<file path="src/rtl/tot_pkg.sv">
package tot_pkg;
  localparam int TS_W     = 5;
  localparam int CODE_W   = 4;
  localparam int CODE_MAX = (1 << CODE_W) - 1;

  typedef struct packed {
    logic [TS_W-1:0]   ts;
    logic [CODE_W-1:0] code;
  } hit_t;
endpackage

</file>
<file path="src/rtl/tot_width_meter.sv">
module tot_width_meter
  import tot_pkg::*;
#(
  parameter int CNT_W = 16
) (
  input  logic             clk,
  input  logic             rst_n,
  input  logic             comp_i,
  input  logic [TS_W-1:0]  time_i,
  output logic [TS_W-1:0]  ts_o,
  output logic [CNT_W-1:0] cnt_o,
  output logic             done_o
);
  localparam logic [CNT_W-1:0] CNT_MAX = {CNT_W{1'b1}};

  logic             level_q;
  logic [CNT_W-1:0] cnt_q, cnt_d;
  logic [TS_W-1:0]  ts_q, ts_d;
  logic             rise, hold, cnt_en;

  assign rise = comp_i & ~level_q;
  assign hold = comp_i & level_q;

  always_comb begin
    cnt_d  = cnt_q;
    ts_d   = ts_q;
    cnt_en = 1'b0;
    if (rise) begin
      cnt_d  = CNT_W'(1);
      ts_d   = time_i;
      cnt_en = 1'b1;
    end else if (hold && (cnt_q != CNT_MAX)) begin
      cnt_d  = cnt_q + CNT_W'(1);
      cnt_en = 1'b1;
    end
  end

  always_ff @(posedge clk or negedge rst_n) begin
    if (!rst_n) begin
      level_q <= 1'b0;
      cnt_q   <= '0;
      ts_q    <= '0;
    end else begin
      level_q <= comp_i;
      if (cnt_en) cnt_q <= cnt_d;
      if (rise)   ts_q  <= ts_d;
    end
  end

  assign ts_o   = ts_q;
  assign cnt_o  = cnt_q;
  assign done_o = ~comp_i & level_q;

  AST_CNT_SATURATES: assert property (@(posedge clk) disable iff (!rst_n)
    (level_q && comp_i && cnt_q == CNT_MAX) |=> (cnt_q == CNT_MAX));
  AST_TS_HELD: assert property (@(posedge clk) disable iff (!rst_n)
    (level_q && comp_i) |=> $stable(ts_q));
endmodule

</file>
<file path="src/rtl/tot_log_encoder.sv">
module tot_log_encoder
  import tot_pkg::*;
#(
  parameter int CNT_W = 16
) (
  input  logic [CNT_W-1:0]  cnt_i,
  output logic [CODE_W-1:0] code_o
);
  int msb_pos;

  always_comb begin
    msb_pos = 0;
    for (int i = 0; i < CNT_W; i++) begin
      if (cnt_i[i]) msb_pos = i + 1;
    end
    if (msb_pos > CODE_MAX) code_o = CODE_W'(CODE_MAX);
    else                    code_o = CODE_W'(msb_pos);
  end
endmodule

</file>
<file path="src/rtl/tot_hit_fifo.sv">
module tot_hit_fifo
  import tot_pkg::*;
#(
  parameter int DEPTH = 4
) (
  input  logic clk,
  input  logic rst_n,
  input  logic push_i,
  input  hit_t data_i,
  input  logic pop_i,
  output logic valid_o,
  output hit_t data_o,
  output logic ovf_o
);
  localparam int PTR_W = (DEPTH > 1) ? $clog2(DEPTH) : 1;
  localparam int OCC_W = PTR_W + 1;
  localparam logic [OCC_W-1:0] OCC_FULL = OCC_W'(DEPTH);

  hit_t             mem_q [DEPTH];
  logic [PTR_W-1:0] wr_q, wr_d, rd_q, rd_d;
  logic [OCC_W-1:0] occ_q, occ_d;
  logic             ovf_q, ovf_d;
  logic             full, empty, do_pop, do_push;

  assign full    = (occ_q == OCC_FULL);
  assign empty   = (occ_q == '0);
  assign do_pop  = pop_i & ~empty;
  assign do_push = push_i & (~full | do_pop);

  function automatic logic [PTR_W-1:0] ptr_next(input logic [PTR_W-1:0] p);
    if (p == PTR_W'(DEPTH - 1)) return '0;
    return p + PTR_W'(1);
  endfunction

  always_comb begin
    wr_d  = do_push ? ptr_next(wr_q) : wr_q;
    rd_d  = do_pop  ? ptr_next(rd_q) : rd_q;
    occ_d = occ_q + OCC_W'(do_push) - OCC_W'(do_pop);
    ovf_d = ovf_q | (push_i & ~do_push);
  end

  always_ff @(posedge clk or negedge rst_n) begin
    if (!rst_n) begin
      wr_q  <= '0;
      rd_q  <= '0;
      occ_q <= '0;
      ovf_q <= 1'b0;
    end else begin
      wr_q  <= wr_d;
      rd_q  <= rd_d;
      occ_q <= occ_d;
      ovf_q <= ovf_d;
    end
  end

  for (genvar g = 0; g < DEPTH; g++) begin : g_slot
    always_ff @(posedge clk) begin
      if (do_push && (wr_q == PTR_W'(g))) mem_q[g] <= data_i;
    end
  end

  assign valid_o = ~empty;
  assign data_o  = mem_q[rd_q];
  assign ovf_o   = ovf_q;

  AST_NO_OVERFLOW: assert property (@(posedge clk) disable iff (!rst_n)
    occ_q <= OCC_FULL);
  AST_DROP_KEEPS_OCC: assert property (@(posedge clk) disable iff (!rst_n)
    (push_i && full && !pop_i) |=> $stable(occ_q));
  AST_OVF_STICKY: assert property (@(posedge clk) disable iff (!rst_n)
    ovf_q |=> ovf_q);
  AST_SWAP_WHEN_FULL: assert property (@(posedge clk) disable iff (!rst_n)
    (push_i && pop_i && full) |=> (occ_q == OCC_FULL));
  AST_EMPTY_POP_IGNORED: assert property (@(posedge clk) disable iff (!rst_n)
    (pop_i && empty && !push_i) |=> (occ_q == '0));
endmodule

</file>
<file path="src/rtl/tot_digitizer.sv">
module tot_digitizer
  import tot_pkg::*;
#(
  parameter int CNT_W = 16,
  parameter int DEPTH = 4
) (
  input  logic              clk,
  input  logic              rst_n,
  input  logic              comp_i,
  input  logic [TS_W-1:0]   time_i,
  input  logic              pop_i,
  output logic              hit_valid_o,
  output logic [TS_W-1:0]   hit_ts_o,
  output logic [CODE_W-1:0] hit_code_o,
  output logic              overflow_o
);
  logic [1:0]       rst_sync_q;
  logic             rst_int_n;
  logic [TS_W-1:0]  lead_ts;
  logic [CNT_W-1:0] width_cnt;
  logic             hit_done;
  logic [CODE_W-1:0] width_code;
  hit_t             new_hit, head_hit;

  always_ff @(posedge clk or negedge rst_n) begin
    if (!rst_n) rst_sync_q <= 2'b00;
    else        rst_sync_q <= {rst_sync_q[0], 1'b1};
  end
  assign rst_int_n = rst_sync_q[1];

  tot_width_meter #(.CNT_W(CNT_W)) meter_i (
    .clk    (clk),
    .rst_n  (rst_int_n),
    .comp_i (comp_i),
    .time_i (time_i),
    .ts_o   (lead_ts),
    .cnt_o  (width_cnt),
    .done_o (hit_done)
  );

  tot_log_encoder #(.CNT_W(CNT_W)) enc_i (
    .cnt_i  (width_cnt),
    .code_o (width_code)
  );

  assign new_hit.ts   = lead_ts;
  assign new_hit.code = width_code;

  tot_hit_fifo #(.DEPTH(DEPTH)) fifo_i (
    .clk     (clk),
    .rst_n   (rst_int_n),
    .push_i  (hit_done),
    .data_i  (new_hit),
    .pop_i   (pop_i),
    .valid_o (hit_valid_o),
    .data_o  (head_hit),
    .ovf_o   (overflow_o)
  );

  assign hit_ts_o   = head_hit.ts;
  assign hit_code_o = head_hit.code;

  AST_CODE_NONZERO: assert property (@(posedge clk) disable iff (!rst_int_n)
    hit_done |-> (width_code != '0));
endmodule

</file>
<file path="config.mk">
export PLATFORM = sky130hd
export DESIGN_NAME = tot_digitizer
export DESIGN_NICKNAME = d
export VERILOG_FILES = /design/src/rtl/tot_pkg.sv /design/src/rtl/tot_width_meter.sv /design/src/rtl/tot_log_encoder.sv /design/src/rtl/tot_hit_fifo.sv /design/src/rtl/tot_digitizer.sv
export SDC_FILE = /design/constraint.sdc
export NUM_CORES = 1
export LEC_CHECK = 0
export BUFFER_PORTS_ARGS = -buffer_cell sky130_fd_sc_hd__buf_2
export CORE_ASPECT_RATIO = 1.75
export CORE_MARGIN = 2
export CORE_UTILIZATION = 55
export CTS_CLUSTER_DIAMETER = 200
export DETAILED_ROUTE_END_ITERATION = 12
export PLACE_DENSITY = 0.73
export SLEW_MARGIN = 20
export SYNTH_ARGS = -nofsm -noshare
export SYNTH_HDL_FRONTEND = slang
export SYNTH_HIERARCHICAL = 1
export SYNTH_SLANG_ARGS = --single-unit
</file>
<file path="constraint.sdc">
create_clock -name clk -period 3.12 [get_ports clk]
set_clock_uncertainty 0.1 [all_clocks]
set_input_delay 0.936 -clock clk [delete_from_list [all_inputs] [get_ports clk]]
set_output_delay 0.936 -clock clk [all_outputs]
set_load 0.02 [all_outputs]
</file>
==> results of run 1 <==
## routing by layer
layer	track usage [%]	wire, microns	vias to the layer above
li1	-	-	973
met1	25.0	2420	1054
met2	38.5	3640	43
met3	5.15	163	12
met4	9.88	158	0
met5	0	0	-
## sequential cells by signal (all words and copies together), names as in the netlist
| signal | cells |
|---|---|
| meter_i/level_q | 1 |
| fifo_i/rd_q | 2 |
| meter_i/cnt_o | 16 |
| fifo_i/ovf_o | 1 |
| rst_sync_q | 2 |
| fifo_i/mem_q | 36 |
| fifo_i/occ_q | 3 |
| fifo_i/wr_q | 2 |
| meter_i/ts_o | 5 |
## kinds of logic after synthesis
kind of cell | count (synthesis)
and+or+nand+nor | 78
DFF | 68
AOI/OAI and AO/OA | 37
buffers and inverters | 23
muxes | 22
adders and majority gates | 9
xor gates and xnor gates | 2
other | 1
## critical path: stages, from the launching register on
cell and delay (ns):
dfrtp_1 0.75, mux4_2 0.60, buf_2 0.18
## where the power goes
part	internal (mW)	switching [mW]	leakage [nW]
Clock	0.283	0.322	0.0768
Sequential	1.14	0.202	0.730
Combinational	0.371	0.371	0.608
Total	1.79	0.894	1.42
## cell usage after synthesis, types with 2 or more instances
master,count,share of area [%]
a21oi_1,4,0.62
a221o_1,4,1.2
a221oi_1,2,0.54
a22o_1,3,0.81
a31oi_1,2,0.39
and2_2,4,0.93
and3_1,3,0.58
and4_1,2,0.54
buf_2,2,0.31
clkbuf_1,3,0.35
dfrtp_1,32,25
edfxtp_1,36,33
ha_1,8,3.1
inv_1,15,1.7
mux2_1,6,2.1
mux2_2,4,1.4
mux2i_1,3,0.93
mux4_2,9,6.3
nand2_1,13,1.5
nand2_2,2,0.39
nand2b_1,2,0.39
nand3_1,6,0.93
nand4_1,2,0.39
nor2_1,16,1.9
nor3_1,7,1.1
nor3b_1,3,0.70
nor4_1,2,0.39
o211ai_1,4,0.93
o21ai_0,4,0.62
o21ai_1,2,0.31
or3_1,3,0.58
or4_1,2,0.46
xnor2_1,2,0.54
## path summary, 6_finish.rpt
kind / end / depth (start not counted) / slack (ns)
min in group clk: rst_sync_q[1]$_DFF_PN0_ / 0 / 0.26
max in group asynchronous: meter_i/ts_o[3]$_DFFE_PN0P_ / 1 / 2.44
worst min-delay path: meter_i/cnt_o[13]$_DFFE_PN0P_ / 1 / 0.16
worst min register to register: meter_i/cnt_o[13]$_DFFE_PN0P_ / 1 / 0.16
worst max register to register: fifo_i/occ_q[2]$_DFF_PN0_ / 10 / 0.74
worst max-delay path: hit_code_o[3] / 2 / 0.21
## cell type report
class	count	area [sq um]	share of cell area (%)
tap	78	97.6	2.71
clock buffer	11	131	3.65
timing repair buffer	25	140	3.89
multi-input combinational	149	1260	34.9
clock inverter	5	28.8	0.799
sequential	68	1880	52.3
inverter	17	63.8	1.77
## through the flow
| stage | cells | area [sq um] | hold WS, ns | setup WS, ns | total power [mW] |
|---|---|---|---|---|---|
| 2_1_floorplan | 240 | 3230 | 0.231 | 0.268 | 1.90 |
| 3_3_place_gp | 337 | 3440 | 0.174 | 0.344 | 2.08 |
| 3_5_place_dp | 337 | 3440 | 0.182 | 0.255 | 2.11 |
| 4_1_cts | 353 | 3600 | 0.187 | 0.116 | 2.72 |
| 5_1_grt | 353 | 3600 | 0.220 | 0.0571 | 2.87 |
| 6_report | 353 | 3600 | 0.159 | 0.205 | 2.68 |
==> flow_metrics.py, run 1 <==
metrics = {
    "final_layout": {
        "nFillCells": 466,
        "syn_to_final_growth_pct": 11.4,
        "utilization_pct": 62.2,
        "drive_gt1_share_pct": 25.1,
        "fin_nets": 288,
        "antenna_cells": 0,
        "final_common_cell": "edfxtp_1",
        "final_cell_mix": "36 x edfxtp_1, 32 x dfrtp_1, 19 x buf_2",
    },
    "clock_tree": {
        "cts.clk_slew.worst_paths_ns": 0.07,
        "cts_hold_buf": 0,
        "cts.repair.resized": 0,
        "clockBufferDepth": 2,
        "cts_tree": "yes",
        "cts-root-buf": "clkbuf_8",
        "cts_sinks": 68,
        "post_cts_buffers": 0,
        "htreeDepth": 3,
        "insertion_delay_ns": 0.34,
        "cts_buffers": 9,
    },
    "grt": {
        "overflow": 0,
        "track_usage_pct": 22.4,
        "grt_pass1_wl_microns": 10400,
        "grt_pass1_vias": 2120,
        "grt_max_degree": 31,
        "antenna_found_initial": 0,
    },
    "logic_synthesis": {
        "syn_area_per_cell_sq_um": 13.5,
        "yosysWarnings": 6,
        "synthXorXnorAreaFrac_pct": 0.542,
        "synth_compound_area_share_pct": 9.02,
        "synth-edff-count": 36,
        "synth-seq-cells": 68,
        "synth_top_family_by_area": "simple AND/OR/NAND/NOR gates",
        "ys_dominant_reg_cell": "edfxtp_1",
        "yosys.area_share.simple_pct": 14.8,
        "ys_seq_area_share_pct": 58.2,
        "synth.mux.area_fraction_pct": 10.7,
        "syn-cell-area_sq_um": 3230,
        "synth-adder-area-share_pct": 3.72,
        "synthArstFlopShare_pct": 47.1,
        "syn_nets": 258,
        "ys_types": 61,
        "syn_inst": 240,
    },
    "flow_run": {
        "max-cap-violations": 0,
    },
    "critical_path": {
        "critPathLaunchType": "flip-flop",
        "reg2reg_from": "fifo_i/occ_q[1]$_DFF_PN0_",
        "crit_start": "fifo_i/rd_q[0]$_DFFE_PN0N_",
        "cp.arrival_ns": 1.88,
        "path_class": "reg2out",
        "crit_fanout": 12,
        "end_kind": "output port",
        "cp.required_ns": 2.08,
    },
    "placed_design": {
        "place_hpwl_microns": 4480,
        "gp_congestion": 0.881,
        "io_buffers": 19,
    },
    "drt": {
        "drt_pass1_iterations": 4,
        "drt-total-wl_microns": 6390,
        "vias": 2082,
        "wl_per_cell_microns": 18.1,
        "avgViaCountPerCell": 5.90,
        "ant_nets": 0,
        "drc": 0,
        "first_iter_violations": 82,
    },
    "timing": {
        "rsz0062_at_grt": "false",
        "hold_viol_final": 0,
        "worst_pin_slew_ns": 0.643,
        "setup_viol": 0,
        "max-slew-margin-rel_pct": 57.1,
        "finalSetupTns_ns": 0,
        "fin_crit_ns": 2.91,
        "maxSlewViolCount": 0,
        "fmax_ghz": 0.343,
        "post-route-period-util_pct": 93.4,
    },
    "die": {
        "initial_core_util_pct": 55.8,
        "core_sq_um": 5790,
        "std_cell_rows": 37,
        "die_y_microns": 105,
        "pin_count": 20,
        "dieWidth_microns": 61.9,
        "die-area_sq_um": 6530,
    },
    "status": {
        "status": "finished clean",
    },
    "pwr": {
        "p_leak_nw": 1.42,
        "p_per_area_nw_per_um2": 746,
        "vdd_drop_max_uv": 321,
    },
    "hold_path": {
        "hp-class": "reg2async",
    },
}
Power figures use the tool's default switching activity.
==> run 2, diff against run 1 <==
--- a/config.mk
+++ b/config.mk
@@ -9,8 +9,8 @@
 export CORE_ASPECT_RATIO = 1.75
 export CORE_MARGIN = 2
-export CORE_UTILIZATION = 55
+export CORE_UTILIZATION = 54
 export CTS_CLUSTER_DIAMETER = 200
 export DETAILED_ROUTE_END_ITERATION = 12
-export PLACE_DENSITY = 0.73
+export PLACE_DENSITY = 0.75
 export SLEW_MARGIN = 20
 export SYNTH_ARGS = -nofsm -noshare
==> constraint.sdc (replaced) <==
create_clock -name clk -period 2.64 [get_ports clk]
set_clock_uncertainty 0.1 [all_clocks]
set_input_delay 0.264 -clock clk [delete_from_list [all_inputs] [get_ports clk]]
set_output_delay 0.264 -clock clk [all_outputs]
set_load 0.02 [all_outputs]
==> run 2 against run 1 <==
Against the previous run:
- critical path depth is 8 higher
- highest routed layer unchanged
- register-to-register slack lost 0.46 ns
- critical endpoint is now fifo_i/occ_q[2]$_DFF_PN0_
- sequential power up 18%
- die area grew 1.8%
- via count rose by 0.96%
- utilization grew 1.1 points
==> flow_metrics.py, run 2 (synthesized netlist as in run 1, its figures left out) <==
metrics = {
    "grt": {
        "grt_max_degree": 31,
        "track_usage_pct": 20.5,
        "grt_pass1_vias": 2045,
        "grt_pass1_wl_microns": 10100,
        "antenna_found_initial": 0,
        "overflow": 0,
    },
    "critical_path": {
        "r2r.worst_path.cells": 10,
        "worstPathCellList": "or3_4, nand2_2, inv_1, ha_1, inv_1, ha_1, inv_1, fa_1, xnor2_1, xnor2_1",
        "reg2reg_from": "fifo_i/occ_q[1]$_DFF_PN0_",
        "cp.arrival_ns": 2.48,
        "cpLargestDelayFamily": "adder cells",
        "critPathLaunchType": "flip-flop",
        "end_kind": "flip-flop",
        "crit_slowest_cell": "dfrtp_1",
        "crit_fanout": 4,
        "worstSetupPathDepth": 10,
        "rrSetupSlack_ns": 0.28,
        "cp.required_ns": 2.77,
        "crit_start": "fifo_i/occ_q[1]$_DFF_PN0_",
        "cpMostUsedCell": "inv_1",
        "path_buf_inv": 3,
        "path_class": "reg2reg",
        "r2r_end": "fifo_i/occ_q[2]$_DFF_PN0_",
        "cp_slowest_stage_delay_ns": 0.45,
    },
    "final_layout": {
        "fin_nets": 289,
        "antenna_cells": 0,
        "stdcell_area_sq_um": 3690,
        "final_cell_mix": "36 x edfxtp_1, 32 x dfrtp_1, 19 x buf_2",
        "syn_to_final_growth_pct": 14.2,
        "post_layout_nonfiller_instances": 354,
        "drive_gt1_share_pct": 25.7,
        "top_register": "fifo_i/mem_q",
        "largest_reg_flops": 36,
        "final_common_cell": "edfxtp_1",
    },
    "placed_design": {
        "io_buffers": 19,
        "dp_worst_setup_slack_ns": 0.258,
        "place_hpwl_microns": 4370,
        "postPlaceCellArea_sq_um": 3440,
        "gp_congestion": 0.887,
        "dp_cells": 337,
    },
    "clock_tree": {
        "cts.clk_slew.worst_paths_ns": 0.07,
        "cts-root-buf": "clkbuf_8",
        "cts_sinks": 68,
        "htreeDepth": 3,
        "cts_tree": "yes",
        "clockBufferDepth": 2,
        "insertion_delay_ns": 0.34,
        "cts.repair.resized": 0,
        "cts_buffers": 9,
    },
    "die": {
        "initial_core_util_pct": 55.4,
        "std_cell_rows": 37,
        "die_y_microns": 106,
        "dieWidth_microns": 62.5,
        "die-area_sq_um": 6640,
        "pin_count": 20,
        "core_sq_um": 5830,
    },
    "drt": {
        "drt_pass1_iterations": 5,
        "first_iter_violations": 167,
        "vias": 2102,
        "drt-total-wl_microns": 6120,
        "avgViaCountPerCell": 5.94,
        "drc": 0,
        "ant_nets": 0,
        "wl_per_cell_microns": 17.3,
    },
    "status": {
        "status": "finished clean",
    },
    "hold_path": {
        "whs_path_depth": 2,
        "hold_end": "meter_i/ts_o[1]$_DFFE_PN0P_",
        "min_from": "time_i[1]",
        "hp-class": "in2reg",
    },
    "timing": {
        "setup_slack_ns": 0.285,
        "maxSlewViolCount": 0,
        "fmax_ghz": 0.425,
        "post-route-period-util_pct": 89.2,
        "finalSetupTns_ns": 0,
        "rsz0062_at_grt": "false",
        "fin_crit_ns": 2.36,
        "worst_pin_slew_ns": 0.751,
        "max-slew-margin-rel_pct": 49.7,
        "setup_viol": 0,
        "hold_viol_final": 0,
    },
    "pwr": {
        "p_per_area_nw_per_um2": 940,
        "p_leak_nw": 1.46,
        "power.total_mw": 3.47,
        "vdd_drop_max_uv": 316,
    },
    "flow_run": {
        "max-cap-violations": 0,
    },
}
run 2: changes by cell type in the layout (fill, tap and decap cells not counted):
cell           before  now
bufinv_16           0    3
clkinv_4            0    2
clkinvlp_4          2    0
clkbuf_1            2    1
clkinv_1            2    1
clkinv_2            2    1
dlygate4sd3_1       0    1
run 2: report_power, final:
group / total, mW / switching (mW) / internal, mW
registers: 1.58 / 0.240 / 1.34
clock network: 1.01 / 0.383 / 0.629
logic: 0.877 / 0.434 / 0.443
run 2: timing repair:
action / CTS / global route
hold buffers: 1 / 0
endpoints found under the hold margin: 2 / 0
buffers inserted: 0 / 0
run 2: worst reg2reg max path: cells and delay by family, from the launching register on:
family	cells	cell delay, ns
buffers and inverters	3	0.16
flip-flops	1	0.45
adder cells (fa/ha/maj)	3	0.77
AND/OR/NAND/NOR	2	0.50
XOR/XNOR	2	0.28
run 2: per-stage QoR:
step                util (%)  hold slack [ns]
global route            63.3           0.0530
global placement        59.0          -0.0515
CTS                     63.3           0.0315
finish                  63.3           0.0389
detailed placement      59.0          -0.0501
floorplan                  -           -0.132
run 2: worst max-delay path by stage:
stage / end / slack [ns]
floorplan: fifo_i/occ_q[2]$_DFF_PN0_ / 0.24
global placement: fifo_i/occ_q[2]$_DFF_PN0_ / 0.34
detailed placement: fifo_i/occ_q[2]$_DFF_PN0_ / 0.26
CTS: fifo_i/occ_q[2]$_DFF_PN0_ / 0.26
global route: fifo_i/occ_q[2]$_DFF_PN0_ / 0.15
finish: fifo_i/occ_q[2]$_DFF_PN0_ / 0.28
run 2: area by class of cell:
type                       instances  area, sq um
fill                             477         2140
clock inverter                     6          113
sequential                        68         1880
clock buffer                      10          128
inverter                          17         63.8
tap                               78         97.6
multi-input combinational        149         1260
timing repair buffer              26          150
run 2: layer usage:
layer | track usage, % | vias up | part of all wire (%)
li1 | - | 981 | -
met1 | 21.4 | 1051 | 36
met2 | 36.3 | 51 | 56
met3 | 3.81 | 19 | 3.3
met4 | 14.8 | 0 | 4.8
met5 | 0 | - | 0
==> run 3, diff against run 2 <==
- CELL_PAD_IN_SITES_DETAIL_PLACEMENT: not set -> 1
- CELL_PAD_IN_SITES_GLOBAL_PLACEMENT: not set -> 2
- CORE_UTILIZATION: 54 -> 38
- CTS_CLUSTER_SIZE: not set -> 12
- PLACE_DENSITY: 0.75 -> not set
- PLACE_DENSITY_LB_ADDON: not set -> 0.1
==> run 3 against run 2 <==
Against the previous run:
- final cell count up 4.8%
- non-clock buffer count rose by 3
- power is 9.3% higher
- critical endpoint unchanged
==> flow_metrics.py, run 3 (synthesized netlist as in run 1, its figures left out) <==
metrics = {
    "timing": {
        "hold_viol_final": 0,
        "rsz0062_at_grt": "false",
        "worst_pin_slew_ns": 0.713,
        "maxSlewViolCount": 0,
        "max-slew-margin-rel_pct": 51.8,
        "finalSetupTns_ns": 0,
        "post-route-period-util_pct": 91.0,
        "whs_ns": 0.0440,
        "setup_viol": 0,
        "fmax_ghz": 0.416,
        "fin_crit_ns": 2.40,
    },
    "placed_design": {
        "io_buffers": 19,
        "gp_congestion": 0.732,
        "dp_cells": 354,
        "place_hpwl_microns": 5100,
    },
    "final_layout": {
        "final_cell_mix": "36 x edfxtp_1, 32 x dfrtp_1, 19 x buf_2",
        "fin_nets": 292,
        "largest_reg_flops": 36,
        "syn_to_final_growth_pct": 18.1,
        "final_common_cell": "edfxtp_1",
        "utilization_pct": 46.2,
        "nFillCells": 861,
        "multi_input_area_sq_um": 1260,
        "post_layout_nonfiller_instances": 371,
        "antenna_cells": 0,
        "drive_gt1_share_pct": 26.5,
        "regArea_sq_um": 1880,
        "top_register": "fifo_i/mem_q",
    },
    "pwr": {
        "p_int_mw": 2.64,
        "p_per_area_nw_per_um2": 994,
        "vdd_drop_max_uv": 382,
        "combPwrFrac_pct": 23.7,
        "p_sw_share_pct": 30.4,
        "p_leak_nw": 1.52,
        "pwr-share-clk_pct": 34.5,
        "seq_power_share_pct": 41.8,
        "power.total_mw": 3.79,
        "switchingPower_mw": 1.15,
    },
    "flow_run": {
        "max-cap-violations": 0,
    },
    "critical_path": {
        "reg2reg_from": "fifo_i/occ_q[1]$_DFF_PN0_",
        "crit_start": "fifo_i/occ_q[1]$_DFF_PN0_",
        "critPathLaunchType": "flip-flop",
        "cp.required_ns": 2.79,
        "path_class": "reg2reg",
        "crit_fanout": 4,
        "end_kind": "flip-flop",
        "cp.arrival_ns": 2.55,
    },
    "clock_tree": {
        "cts_buffers": 9,
        "cts-root-buf": "clkbuf_16",
        "cts_sinks": 68,
        "clockBufferDepth": 2,
        "post_cts_buffers": 0,
        "htreeDepth": 3,
        "cts.clk_slew.worst_paths_ns": 0.06,
        "cts_tree": "yes",
        "insertion_delay_ns": 0.33,
    },
    "drt": {
        "ant_nets": 0,
        "drc": 0,
        "drt-total-wl_microns": 7250,
        "drt_pass1_iterations": 4,
        "avgViaCountPerCell": 5.59,
        "wl_per_cell_microns": 19.5,
        "first_iter_violations": 65,
        "vias": 2074,
    },
    "grt": {
        "track_usage_pct": 17.4,
        "grt_pass1_vias": 2165,
        "grt_pass1_wl_microns": 11800,
        "antenna_found_initial": 0,
        "grt_max_degree": 31,
        "overflow": 0,
    },
    "die": {
        "initial_core_util_pct": 39.1,
        "die_y_microns": 126,
        "die-area_sq_um": 9290,
        "core_sq_um": 8260,
        "std_cell_rows": 44,
        "dieWidth_microns": 73.7,
        "pin_count": 20,
    },
    "status": {
        "status": "finished clean",
    },
    "hold_path": {
        "min_from": "time_i[2]",
        "hp-class": "in2reg",
    },
}
-- run 3: worst paths after layout --
kind	end	slack (ns)	cells after the start
min reg2reg	fifo_i/occ_q[2]$_DFF_PN0_	0.17	1
min	meter_i/ts_o[2]$_DFFE_PN0P_	0.04	2
min in group asynchronous	rst_sync_q[1]$_DFF_PN0_	0.15	2
max in group asynchronous	meter_i/ts_o[0]$_DFFE_PN0P_	1.95	1
max reg2reg	fifo_i/occ_q[2]$_DFF_PN0_	0.24	10
max	fifo_i/occ_q[2]$_DFF_PN0_	0.24	10
-- run 3: power groups by stage --
stage | logic (mW) | clock network, mW | registers, mW
5_1_grt | 1.00 | 1.38 | 1.63
3_5_place_dp | 0.922 | 0 | 1.62
2_1_floorplan | 0.736 | 0 | 1.51
6_report | 0.900 | 1.31 | 1.59
3_3_place_gp | 0.895 | 0 | 1.61
4_1_cts | 0.928 | 1.34 | 1.60
-- run 3: worst max-delay path, stage by stage (launching register included) --
cell     delay (ns)
dfrtp_1        0.45
or3_4          0.40
nand2_2        0.10
inv_1          0.05
ha_1           0.27
inv_1          0.06
ha_1           0.13
inv_1          0.05
fa_1           0.37
xnor2_1        0.19
xnor2_1        0.15
-- run 3: per-layer routing --
metal	wire [microns]	GRT usage [%]	part of all wire, %
met1	2790	18.7	39
met2	4140	31.3	57
met3	178	4.40	2.5
met4	140	6.84	1.9
met5	0	0	0
-- run 3: cell type report --
class	instances	share of cell area, %
Tap cell	92	3.02
Multi-Input combinational cell	149	33.0
Clock buffer	10	6.26
Sequential cell	68	49.3
Clock inverter	6	2.26
Timing Repair Buffer	29	4.52
Inverter	17	1.67
-- run 3: metrics by stage --
| step | cell area, sq um | setup WS, ns |
|---|---|---|
| after detailed placement | 3480 | 0.196 |
| after CTS | 3820 | 0.196 |
| final | 3820 | 0.237 |
| after floorplan | 3230 | 0.236 |
| after global placement | 3480 | 0.328 |
| after global routing | 3820 | 0.0848 |
-- run 3: timing repair --
item / in CTS / in global routing
gates resized for setup: 0 / 0
hold buffers: 1 / 0
endpoints found under the hold margin: 2 / 0
